$ cat config.mk
export PLATFORM = sky130hd
export DESIGN_NAME = wsq_top
export DESIGN_NICKNAME = d
export VERILOG_FILES = /design/src/rtl/wsq_pkg.sv /design/src/rtl/wsq_wait_track.sv /design/src/rtl/wsq_top.sv
export SDC_FILE = /design/constraint.sdc
export NUM_CORES = 1
export LEC_CHECK = 0
export BUFFER_PORTS_ARGS = -buffer_cell sky130_fd_sc_hd__buf_2
export CAP_MARGIN = 25
export CORE_MARGIN = 2
export CORE_UTILIZATION = 28
export CTS_BUF_LIST = sky130_fd_sc_hd__clkbuf_4 sky130_fd_sc_hd__clkbuf_8
export DETAILED_ROUTE_END_ITERATION = 8
export PLACE_DENSITY_LB_ADDON = 0.25
export SYNTH_ARGS = -nofsm -noshare
export SYNTH_HDL_FRONTEND = slang
export SYNTH_HIERARCHICAL = 1
export SYNTH_SLANG_ARGS = --single-unit
$ cat constraint.sdc
create_clock -name clk -period 3.1 [get_ports clk]
set_input_delay 0.31 -clock clk [delete_from_list [all_inputs] [get_ports clk]]
set_output_delay 0.31 -clock clk [all_outputs]
set_load 0.01 [all_outputs]
$ cat src/rtl/wsq_pkg.sv
package wsq_pkg;
    typedef enum logic [2:0] {
        PH_T0 = 3'd0,
        PH_T1 = 3'd1,
        PH_T2 = 3'd2,
        PH_T3 = 3'd3,
        PH_TW = 3'd4
    } phase_e;
endpackage

$ cat src/rtl/wsq_wait_track.sv
// Holds the wait pairs still owed to the register count, and the
// early-acknowledge flag captured at the accepting edge.
module wsq_wait_track #(
    parameter int CNT_W = 4
) (
    input  logic             clk,
    input  logic             rst_n,
    input  logic             load,
    input  logic [CNT_W-1:0] wcnt,
    input  logic             ta_n,
    input  logic             consume,
    output logic             left_zero,
    output logic             early_ack
);
    typedef struct packed {
        logic [CNT_W-1:0] left;
        logic             early;
    } trk_t;

    trk_t trk_d, trk_q;

    always_comb begin
        trk_d = trk_q;
        if (load) begin
            trk_d.left  = wcnt;
            // A zero count with the acknowledge already low means no waits at all.
            trk_d.early = (wcnt == '0) && !ta_n;
        end else if (consume) begin
            trk_d.left = trk_q.left - 1'b1;
        end
    end

    always_ff @(posedge clk or negedge rst_n) begin
        if (!rst_n) trk_q <= '0;
        else        trk_q <= trk_d;
    end

    assign left_zero = (trk_q.left == '0);
    assign early_ack = trk_q.early;
endmodule

$ cat src/rtl/wsq_top.sv
module wsq_top #(
    parameter int CNT_W = 4
) (
    input  logic             clk,
    input  logic             rst_n,
    input  logic             start,
    input  logic [CNT_W-1:0] wait_cnt,
    input  logic             ta_n,
    output logic [2:0]       phase,
    output logic             busy,
    output logic             done
);
    import wsq_pkg::*;

    typedef struct packed {
        phase_e ph;
        logic   done;
    } seq_t;

    seq_t seq_d, seq_q;
    logic load, consume, left_zero, early_ack;

    assign load    = (seq_q.ph == PH_T0) && start;
    assign consume = (seq_q.ph == PH_T2) && !left_zero;

    wsq_wait_track #(.CNT_W(CNT_W)) u_trk (
        .clk       (clk),
        .rst_n     (rst_n),
        .load      (load),
        .wcnt      (wait_cnt),
        .ta_n      (ta_n),
        .consume   (consume),
        .left_zero (left_zero),
        .early_ack (early_ack)
    );

    always_comb begin
        seq_d      = seq_q;
        seq_d.done = (seq_q.ph == PH_T3);
        unique case (seq_q.ph)
            PH_T0: if (start) seq_d.ph = PH_T1;
            PH_T1: seq_d.ph = PH_T2;
            PH_T2: begin
                if (!left_zero)              seq_d.ph = PH_TW;
                else if (early_ack || !ta_n) seq_d.ph = PH_T3;
                else                         seq_d.ph = PH_TW;
            end
            PH_TW: seq_d.ph = PH_T2;
            PH_T3: seq_d.ph = PH_T0;
            default: seq_d.ph = PH_T0;
        endcase
    end

    always_ff @(posedge clk or negedge rst_n) begin
        if (!rst_n) seq_q <= '{ph: PH_T0, done: 1'b0};
        else        seq_q <= seq_d;
    end

    assign phase = seq_q.ph;
    assign busy  = (seq_q.ph != PH_T0);
    assign done  = seq_q.done;
endmodule

==> metrics.md, run 1 <==
| Metric | Value |
|---|---|
| Unrepaired setup endpoints after global routing | `false` |
| Top post-synthesis cells by area | `dfrtp_1 (49%), o21ai_0 (5.4%), nor4b_4 (5.2%)` |
| Critical path arrival | `1970 ps` |
| Vias per cell | `4.50` |
| Highest clock rate | `547 MHz` |
| Hpwl dp | `596 um` |
| First-pass GRT wire length | `1.32 mm` |
| Clk_skew | `3.86 ps` |
| Syn nets | `55` |
| Worst vdd ir | `431 uV` |
| # rows | `14` |
| Post-CTS Hold Buffers | `1` |
| Yosys cell types | `19` |
| Crit share post-route | `59.0%` |
| Non-Filler Instances | `78` |
| Ant. Diodes | `0` |
| Worst Max-Slew Pin Slew | `451 ps` |
| Final setup TNS | `0 ps` |
| Crit end category | `flip-flop` |
| Pwr Density | `950 nW/um^2` |
| Clk slew on worst S/H paths | `50 ps` |
| FF+latch area | `225 sq um` |
| Crit start category | `flip-flop` |
| Yosys top cell by area | `dfrtp_1` |
| Number of CTS-inserted buffers | `3` |
| Crit Path Class | `flip-flop to flip-flop` |
| Post-DRT Antenna Nets | `0` |
| GRT Overall Usage | `9.76%` |
| Hold Vio Cnt, Final | `0` |
| Nets | `72` |
| Largest net degree at the start of global routing | `10` |
| Residual DRC count | `0` |
| Vias in the first global route | `310` |
| 1st-pass router iterations | `4` |
| Fillers | `159` |
| Port Buffer Count | `12` |
| Die Wd | `44.5 um` |
| Routability congestion estimate | `0.679` |
| Buffer depth of the longest clock path | `2` |
| Die H | `44.5 um` |
| Syn Std Cell Area | `459 sq um` |
| Syn. warnings | `6` |
| Clk_lat worst skew | `260 ps` |
| Clk sinks | `9` |
| Hold WC Path Type | `input pin to flip-flop` |
| Status | `completed` |
| Crit-path max FO | `4` |
| Lkg Pwr | `0.276 nW` |
| Congestion Overflow GR | `0` |
| Layout area overhead | `25.3%` |
| CP required | `3240 ps` |
| Drt wl/cell | `9.33 um` |
| DRT iter0 DRCs | `7` |
| Post-CTS sizing | `0` |
| Max H-tree Level | `1` |
| Root Driver | `clkbuf_4` |
| Core Box Area | `1520 sq um` |
| Via Count | `351` |
| Synth Area per Inst | `9.98 sq um` |
| Cells after Synth | `46` |
| Die ar. | `1980 sq um` |
| Top Ports | `13` |
| Setup violations, final | `0` |
| CTS tree | `done` |
| Initial antenna violation count | `0` |
| #FFs+latches synth | `9` |
| Placed Instances | `73` |
| Post-CTS Setup Bufs | `0` |
| Multi-input gate area | `215 sq um` |
| Initial core utilization | `30.1%` |
| Max-cap violation count | `0` |
| Register area share after synthesis | `49.0%` |
| Minimum clock period | `1830 ps` |
| Post-synth top area share | `49.0%` |
| Relative slew slack | `69.8%` |
| Final max-slew violation count | `0` |
| Total routed wirelength | `728 um` |
| Layout cell share with drive strength beyond 1 | `33.9%` |
power by group:
group	switching, mW	internal [mW]
sequential	0.0541	0.167
clock	0.0382	0.0582
combinational	0.113	0.117
cell usage in the layout (no fill, tap or decap):
master | netlist | routed
clkbuf_4 | 0 | 4
nand2_1 | 6 | 6
nor3_1 | 1 | 1
nor2_1 | 5 | 5
inv_1 | 4 | 4
o21ai_0 | 5 | 5
ha_1 | 1 | 1
nand3_1 | 1 | 1
nor3b_1 | 1 | 1
xnor2_1 | 2 | 2
dfrtp_1 | 9 | 9
o21ai_2 | 1 | 1
nand4_1 | 1 | 1
a21oi_1 | 1 | 1
dlygate4sd3_1 | 0 | 1
nor4b_4 | 1 | 1
or3_4 | 1 | 1
mux2_2 | 2 | 2
nand2b_1 | 1 | 1
buf_2 | 0 | 12
xor2_1 | 2 | 2
registers in the layout, summed over array words and instances (netlist names):
signal / flops
done: 1
phase: 3
u_trk/early_ack: 1
u_trk/trk_q: 4
cell type report:
type	instances	area share [%]
clock buffers	4	5.22
inverters	4	2.61
multi-input cells	32	37.4
flip-flops and latches	9	39.1
well taps	16	3.48
repair buffers	13	12.2
stage by stage:
step                      hold WS (ps)  utilization (%)  cell area, sq um  power, mW  setup WS (ps)
after CTS                          265             37.8               576      0.557           1250
after floorplan                   14.4                -               459      0.389           1380
final                              280             37.8               576      0.547           1270
after global placement             176             35.1               536      0.452           1300
after global routing               265             37.8               576      0.602           1140
after detailed placement           170             35.1               536      0.454           1260
layer usage:
metal	part of all wire [%]	track usage (%)	vias up	wire, um
li1	-	-	188	-
met1	48	11.5	150	348
met2	44	13.3	13	323
met3	7.7	6.12	0	56
met4	0	5.45	0	0
met5	0	0	-	0
worst max-delay path: stages (launching register included):
cell	delay, ps
dfrtp_1	410
inv_1	60
ha_1	200
nor3b_1	160
nor2_1	260
nor4b_4	260
xor2_1	100
mux2_2	260
cell families (layout without fill, tap and decap cells):
kind of cell	after synthesis	count (layout)	share of synthesized area, %
simple gates	18	18	23.2
flops	9	9	49.0
compound gates	7	7	8.45
buf+inv	5	21	4.09
xor+xnor	4	4	7.63
mux	2	2	4.90
fa+ha+maj	1	1	2.72
synthesized netlist by cell type (all sizes together):
cell    instances
xnor2           2
nor3            1
nor3b           1
nand2b          1
inv             4
nor2            5
clkbuf          1
or3             1
ha              1
dfrtp           9
a21oi           1
mux2            2
nand3           1
nor4b           1
nand2           6
nand4           1
xor2            2
o21ai           6
final timing paths:
| path | start | end | slack [ps] | cells past startpoint |
|---|---|---|---|---|
| max | u_trk/trk_q[1]$_DFFE_PN0P_ | u_trk/trk_q[4]$_DFFE_PN0P_ | 1270 | 7 |
| min | wait_cnt[0] | u_trk/trk_q[1]$_DFFE_PN0P_ | 280 | 3 |
| max reg2reg | u_trk/trk_q[1]$_DFFE_PN0P_ | u_trk/trk_q[4]$_DFFE_PN0P_ | 1270 | 7 |
| min reg2reg | phase[2]$_DFFE_PN0P_ | done$_DFF_PN0_ | 510 | 1 |
| max in group asynchronous | rst_n | u_trk/trk_q[3]$_DFFE_PN0P_ | 2500 | 2 |
| min in group asynchronous | rst_n | u_trk/trk_q[2]$_DFFE_PN0P_ | 420 | 2 |
No activity file was read; power rests on OpenSTA's default activity.
==> run 2, diff against run 1 <==
==> constraint.sdc (replaced) <==
create_clock -name clk -period 1.8 [get_ports clk]
set_input_delay 0.18 -clock clk [delete_from_list [all_inputs] [get_ports clk]]
set_output_delay 0.18 -clock clk [all_outputs]
set_load 0.01 [all_outputs]
==> run 2 against run 1 <==
Effect of this change:
- utilization rose by 2.8 points
- sequential cell count did not move
- first-iteration DRC count fell by 71%
- largest power group unchanged
==> metrics.md, run 2 (synthesized netlist as in run 1, its figures left out) <==
| Metric | Value |
|---|---|
| Setup violations, final | `0 (unchanged)` |
| Clk_skew | `3.53 ps (was 3.86 ps)` |
| CTS tree | `done (unchanged)` |
| Initial antenna violation count | `0 (unchanged)` |
| Clk sinks | `9 (unchanged)` |
| Worst Max-Slew Pin Slew | `200 ps (was 451 ps)` |
| Cell breakdown of the critical path | `inv_1 > ha_1 > nor3b_2 > nor2_1 > nor4b_4 > xor2_1 > mux2_2 (was inv_1 > ha_1 > nor3b_1 > nor2_1 > nor4b_4 > xor2_1 > mux2_2)` |
| Number of CTS-inserted buffers | `3 (unchanged)` |
| # rows | `14 (unchanged)` |
| Slowest stage delay, CP | `380 ps (was 410 ps)` |
| Buffer depth of the longest clock path | `2 (unchanged)` |
| Die ar. | `1980 sq um (unchanged)` |
| Die Wd | `44.5 um (unchanged)` |
| Hold WC Path Type | `input pin to flip-flop (unchanged)` |
| Crit share post-route | `91.7% (was 59.0%)` |
| Max reg flops | `4 (unchanged)` |
| Most common cell after layout, fill and taps aside | `buf_2 (unchanged)` |
| Die H | `44.5 um (unchanged)` |
| Initial core utilization | `30.1% (unchanged)` |
| CP required | `1950 ps (was 3240 ps)` |
| Crit end category | `flip-flop (unchanged)` |
| Root Driver | `clkbuf_4 (unchanged)` |
| Layout cell share with drive strength beyond 1 | `40.3% (was 33.9%)` |
| Via Count | `377 (was 351)` |
| Worst vdd ir | `823 uV (was 431 uV)` |
| Final Core Density | `40.6% (was 37.8%)` |
| Congestion Overflow GR | `0 (unchanged)` |
| Worst path slowest cell | `dfrtp_1 (unchanged)` |
| Post-DRT Antenna Nets | `0 (unchanged)` |
| Highest clock rate | `606 MHz (was 547 MHz)` |
| Drt wl/cell | `10.6 um (was 9.33 um)` |
| Placed Area | `558 sq um (was 536 sq um)` |
| Met2 WL post-DR | `416 um (was 323 um)` |
| Relative slew slack | `86.6% (was 69.8%)` |
| First-pass GRT wire length | `1.67 mm (was 1.32 mm)` |
| Final max-slew violation count | `0 (unchanged)` |
| Largest reg by FF count | `u_trk/trk_q (unchanged)` |
| Crit Path Class | `flip-flop to flip-flop (unchanged)` |
| Total routed wirelength | `878 um (was 728 um)` |
| Nets | `77 (was 72)` |
| Lkg Pwr | `0.302 nW (was 0.276 nW)` |
| Minimum clock period | `1650 ps (was 1830 ps)` |
| Fillers | `154 (was 159)` |
| Status | `completed (unchanged)` |
| Hold Vio Cnt, Final | `0 (unchanged)` |
| Pre-CTS setup slack | `87.8 ps (was 1260 ps)` |
| Hpwl dp | `683 um (was 596 um)` |
| Met3 wire length | `49 um (was 56 um)` |
| WL met1 | `398 um (was 348 um)` |
| DRT iter0 DRCs | `2 (was 7)` |
| Most frequent cells in the layout | `buf_2 (12), dfrtp_1 (9), nand2_1 (6) (was buf_2 (12), dfrtp_1 (9), nand2_1 (6), nor2_1 (5), o21ai_0 (5))` |
| Largest net degree at the start of global routing | `10 (unchanged)` |
| Placed Instances | `76 (was 73)` |
| Uppermost layer routed | `met4 (was met3)` |
| Max-cap violation count | `0 (unchanged)` |
| GRT Overall Usage | `12.6% (was 9.76%)` |
| Non-Filler Instances | `83 (was 78)` |
| Clk_lat worst skew | `260 ps (about the same)` |
| Vias in the first global route | `385 (was 310)` |
| Clk slew on worst S/H paths | `60 ps (was 50 ps)` |
| Max H-tree Level | `1 (unchanged)` |
| Vias per cell | `4.54 (was 4.50)` |
| Port Buffer Count | `12 (unchanged)` |
| Crit-path max FO | `3 (was 4)` |
| Top Ports | `13 (unchanged)` |
| Layout area overhead | `34.6% (was 25.3%)` |
| Ant. Diodes | `0 (unchanged)` |
| Critical path arrival | `1800 ps (was 1970 ps)` |
| Final Instance Area | `618 sq um (was 576 sq um)` |
| Crit start category | `flip-flop (unchanged)` |
| Post-layout power | `1.04 mW (was 0.547 mW)` |
| Residual DRC count | `0 (unchanged)` |
| Setup slack after layout | `149 ps (was 1270 ps)` |
| Core Box Area | `1520 sq um (unchanged)` |
| Pwr Density | `1680 nW/um^2 (was 950 nW/um^2)` |
| 1st-pass router iterations | `3 (was 4)` |
| Routability congestion estimate | `0.681 (was 0.679)` |
-- run 2: changes by cell type in the layout (fill, tap and decap cells not counted), sizes merged --
| cell | delta |
|---|---|
| buf | +5 |
-- run 2: cell type report --
cell class | instances | area [sq um] | share of cell area (%)
multi-input cells | 32 | 220 | 35.6
flip-flops and latches | 9 | 225 | 36.4
repair buffers | 18 | 108 | 17.4
inverters | 4 | 15.0 | 2.43
clock buffers | 4 | 30.0 | 4.86
well taps | 16 | 20.0 | 3.24
-- run 2: worst max-delay path: cells and delay by family, from the launching register on --
kind | cells | cell delay (ps)
buf+inv | 1 | 60
simple gates | 3 | 550
mux | 1 | 270
fa+ha+maj | 1 | 210
flops | 1 | 380
xor+xnor | 1 | 100
-- run 2: final timing paths --
kind | startpoint | end | slack (ps) | cells past startpoint
max | u_trk/trk_q[1]$_DFFE_PN0P_ | u_trk/trk_q[4]$_DFFE_PN0P_ | 150 | 7
min | wait_cnt[2] | u_trk/trk_q[3]$_DFFE_PN0P_ | 140 | 3
max reg2reg | u_trk/trk_q[1]$_DFFE_PN0P_ | u_trk/trk_q[4]$_DFFE_PN0P_ | 150 | 7
min reg2reg | u_trk/early_ack$_DFFE_PN0P_ | u_trk/early_ack$_DFFE_PN0P_ | 520 | 2
max in group asynchronous | rst_n | u_trk/trk_q[2]$_DFFE_PN0P_ | 1330 | 2
min in group asynchronous | rst_n | u_trk/trk_q[4]$_DFFE_PN0P_ | 290 | 2
-- run 2: power breakdown --
part / switching, mW / internal [mW]
sequential: 0.0884 / 0.287
combinational: 0.224 / 0.265
clock: 0.0705 / 0.100
total: 0.383 / 0.653
-- run 2: per-stage QoR --
step / setup TNS (ps) / hold slack, ps
after floorplan: 0 / -116
final: 0 / 139
after detailed placement: 0 / 39.4
after global placement: 0 / 42.8
after global routing: -8.42 / 138
after CTS: 0 / 130
-- run 2: what timing repair did --
item                                    in CTS  in global routing
endpoints found under the hold margin        9                  0
setup buffers                                0                  2
resized for setup                            0                  1
endpoints found under the setup margin       0                  2
hold buffers                                 1                  0
-- run 2: routing by layer --
metal | GRT usage, % | vias to the layer above
met5 | 0 | -
met4 | 7.27 | 0
met3 | 6.12 | 2
met2 | 19.4 | 11
met1 | 14.1 | 169
li1 | - | 195
==> run 3, diff against run 2 <==
--- a/config.mk
+++ b/config.mk
@@ -14,5 +14,4 @@
 export PLACE_DENSITY_LB_ADDON = 0.25
 export SYNTH_ARGS = -nofsm -noshare
 export SYNTH_HDL_FRONTEND = slang
-export SYNTH_HIERARCHICAL = 1
 export SYNTH_SLANG_ARGS = --single-unit
==> run 3 against run 2 <==
Effect of this change:
- first-iteration DRC count rose to 7.0 times the previous value
- area after synthesis rose by 20%
- combinational power rose by 12%
- sequential power barely moved
- count of clock-buffer cells in the layout did not move
- utilization fell by 3.9 points
- fmax rose by 1.3%
- routed wire length rose by 33%
- clock power barely moved
- largest cell class is now multi-input combinational cells
- highest routed layer is now met3
==> metrics.md, run 3 <==
| Metric | Value |
|---|---|
| GRT Overall Usage | `10.7% (was 12.6%)` |
| Post-CTS Setup Bufs | `0 (unchanged)` |
| Core Box Area | `1900 sq um (was 1520 sq um)` |
| Placed Instances | `98 (was 76)` |
| Ant. Diodes | `0 (unchanged)` |
| Final Core Density | `36.6% (was 40.6%)` |
| Max-cap violation count | `0 (unchanged)` |
| Crit Path Class | `flip-flop to output port (was flip-flop to flip-flop)` |
| Crit end category | `output port (was flip-flop)` |
| Worst Max-Slew Pin Slew | `340 ps (was 200 ps)` |
| Cells after Synth | `57 (was 46)` |
| 1st-pass router iterations | `4 (was 3)` |
| Buffer depth of the longest clock path | `2 (unchanged)` |
| Ys flop type | `dfrtp_1 (unchanged)` |
| Layout area overhead | `26.6% (was 34.6%)` |
| Largest net degree at the start of global routing | `10 (unchanged)` |
| Syn nets | `67 (was 55)` |
| Largest reg by FF count | `u_trk.trk_q (was u_trk/trk_q)` |
| Pwr Density | `1570 nW/um^2 (was 1680 nW/um^2)` |
| Residual DRC count | `0 (unchanged)` |
| Hpwl dp | `903 um (was 683 um)` |
| CP required | `1620 ps (was 1950 ps)` |
| Most frequent cells in the layout | `buf_2 (12), dfrtp_1 (9), nand3_1 (6), buf_4 (6), nand2_1 (5) (was buf_2 (12), dfrtp_1 (9), nand2_1 (6))` |
| Max reg flops | `4 (unchanged)` |
| Crit share post-route | `90.6% (was 91.7%)` |
| Initial antenna violation count | `0 (unchanged)` |
| Cells on Worst Hold Path | `2 (was 3)` |
| Status | `completed (unchanged)` |
| Unrepaired setup endpoints after global routing | `false` |
| Most common cell after layout, fill and taps aside | `buf_2 (unchanged)` |
| Worst R2R Start | `u_trk.trk_q[1]$_DFFE_PN0P_ (was u_trk/trk_q[1]$_DFFE_PN0P_)` |
| Die ar. | `2340 sq um (was 1980 sq um)` |
| Final setup TNS | `0 ps (unchanged)` |
| Critical path arrival | `1450 ps (was 1800 ps)` |
| CTS tree | `done (unchanged)` |
| Vias per cell | `4.75 (was 4.54)` |
| Clk_lat worst skew | `260 ps (about the same)` |
| Async set-or-reset flop fraction in the synthesized netlist | `100% (unchanged)` |
| Die Wd | `48.3 um (was 44.5 um)` |
| Lkg Pwr | `0.330 nW (was 0.302 nW)` |
| Congestion Overflow GR | `0 (unchanged)` |
| Clk sinks | `9 (unchanged)` |
| First-pass GRT wire length | `1.89 mm (was 1.67 mm)` |
| Hold path startpoint | `ta_n (was wait_cnt[2])` |
| Worst path bufs/invs | `2 (was 1)` |
| Die H | `48.3 um (was 44.5 um)` |
| Reg2reg setup slack | `190 ps (was 150 ps)` |
| Via Count | `489 (was 377)` |
| Post-CTS sizing | `0 (unchanged)` |
| Routability congestion estimate | `0.898 (was 0.681)` |
| # rows | `16 (was 14)` |
| Syn. warnings | `0 (was 6)` |
| Initial core utilization | `28.9% (was 30.1%)` |
| Nets | `87 (was 77)` |
| Pre-CTS setup slack | `206 ps (was 87.8 ps)` |
| Final max-slew violation count | `0 (unchanged)` |
| Top post-synthesis cells by area | `dfrtp_1 (41%), nand3_1 (5.5%), ha_1 (4.5%) (was dfrtp_1 (49%), o21ai_0 (5.4%), nor4b_4 (5.2%))` |
| Non-Filler Instances | `103 (was 83)` |
| Hold_ws | `119 ps (was 139 ps)` |
| Yosys top cell by area | `dfrtp_1 (unchanged)` |
| Top Ports | `13 (unchanged)` |
| Root Driver | `clkbuf_4 (unchanged)` |
| #FFs+latches synth | `9 (unchanged)` |
| Hold Vio Cnt, Final | `0 (unchanged)` |
| Max H-tree Level | `1 (unchanged)` |
| Vias in the first global route | `449 (was 385)` |
| Relative slew slack | `77.1% (was 86.6%)` |
| Synth Area per Inst | `9.66 sq um (was 9.98 sq um)` |
| Number of CTS-inserted buffers | `3 (unchanged)` |
| Post-synth top area share | `40.9% (was 49.0%)` |
| Crit start category | `flip-flop (unchanged)` |
| Post-CTS Hold Buffers | `1 (unchanged)` |
| Highest clock rate | `613 MHz (was 606 MHz)` |
| Post-synth top cells | `dfrtp_1 (9), nand3_1 (6), nand2_1 (5) (was dfrtp_1 (9), nand2_1 (6), nor2_1 (5), o21ai_0 (5), inv_1 (4))` |
| WHS Endpoint | `u_trk.early_ack$_DFFE_PN0P_ (was u_trk/trk_q[3]$_DFFE_PN0P_)` |
| Most frequent cell after synthesis | `dfrtp_1 (unchanged)` |
| Setup slack after layout | `170 ps (was 149 ps)` |
| Drt wl/cell | `11.3 um (was 10.6 um)` |
| Minimum clock period | `1630 ps (was 1650 ps)` |
| Worst r2r path cells | `5 (was 7)` |
| Worst path slowest cell | `or3_2 (was dfrtp_1)` |
| Yosys cell types | `29 (was 19)` |
| CP delay by family, top | `simple AND/OR/NAND/NOR gates (unchanged)` |
| R2R Path End | `u_trk.trk_q[2]$_DFFE_PN0P_ (was u_trk/trk_q[4]$_DFFE_PN0P_)` |
| Total routed wirelength | `1.17 mm (was 878 um)` |
| EDFF count, synth | `0 (unchanged)` |
| Fillers | `209 (was 154)` |
| Syn Std Cell Area | `551 sq um (was 459 sq um)` |
| Worst vdd ir | `657 uV (was 823 uV)` |
| Layout cell share with drive strength beyond 1 | `36.8% (was 40.3%)` |
| Register area share after synthesis | `40.9% (was 49.0%)` |
| Slowest stage delay, CP | `460 ps (was 380 ps)` |
| Clk_skew | `2.26 ps (was 3.53 ps)` |
| Hold WC Path Type | `input pin to flip-flop (unchanged)` |
| Setup violations, final | `0 (unchanged)` |
| Clk slew on worst S/H paths | `60 ps (about the same)` |
| Post-DRT Antenna Nets | `0 (unchanged)` |
| Port Buffer Count | `12 (unchanged)` |
| DRT iter0 DRCs | `14 (was 2)` |
| Crit-path max FO | `6 (was 3)` |
| Cell breakdown of the critical path | `buf_4 > or3_2 > buf_2 (was inv_1 > ha_1 > nor3b_2 > nor2_1 > nor4b_4 > xor2_1 > mux2_2)` |
run 3: cell types whose count changed in the layout (fill, tap and decap cells not counted), sizes merged, moves of 2 or more:
cell	before	now
nand3	1	6
o21ai	6	2
nor2	5	2
a21oi	1	3
mux2	2	0
nor3b	1	3
or3b	0	2
or4	0	2
xnor2	2	0
xor2	2	0
run 3: cell families (layout without fill, tap and decap cells):
family,after synthesis,in the layout,share of synthesized area [%]
simple gates,28,28,31.1
flops,9,9,40.9
compound gates,11,11,15.5
buf+inv,7,26,7.95
fa+ha+maj,2,2,4.54
run 3: stage by stage:
step | total power [mW] | instance area (sq um)
after CTS | 1.11 | 697
after global placement | 0.919 | 657
final | 1.09 | 697
after floorplan | 0.761 | 551
after global routing | 1.18 | 697
after detailed placement | 0.924 | 657
run 3: cell type report:
type | count | area [sq um] | share of cell area [%]
Timing Repair Buffer | 19 | 115 | 16.5
Clock buffer | 4 | 30.0 | 4.31
Tap cell | 27 | 33.8 | 4.85
Multi-Input combinational cell | 41 | 282 | 40.4
Sequential cell | 9 | 225 | 32.3
Inverter | 3 | 11.3 | 1.62
run 3: worst max-delay path by stage:
stage / startpoint / endpoint / slack (ps) / cells past startpoint
2_1_floorplan: phase[0]$_DFFE_PN0P_ / u_trk.trk_q[1]$_DFFE_PN0P_ / 250 / 4
3_3_place_gp: u_trk.trk_q[1]$_DFFE_PN0P_ / u_trk.trk_q[2]$_DFFE_PN0P_ / 240 / 5
3_5_place_dp: u_trk.trk_q[1]$_DFFE_PN0P_ / u_trk.trk_q[2]$_DFFE_PN0P_ / 210 / 5
4_1_cts: phase[0]$_DFFE_PN0P_ / busy / 160 / 3
5_1_grt: phase[0]$_DFFE_PN0P_ / busy / 90 / 3
6_report: phase[0]$_DFFE_PN0P_ / busy / 170 / 3
run 3: metal layers:
metal	up-vias	global-route usage (%)	part of all wire [%]
met5	-	0	0
met4	0	2.86	0
met3	0	5.56	6.9
met2	13	16.4	44
met1	227	13.1	49
li1	249	-	-
run 3: where the power goes:
group | leakage, nW | total (mW) | switching (mW) | internal (mW)
Combinational | 0.197 | 0.548 | 0.272 | 0.275
Clock | 0.0184 | 0.170 | 0.0698 | 0.100
Sequential | 0.114 | 0.376 | 0.0922 | 0.284
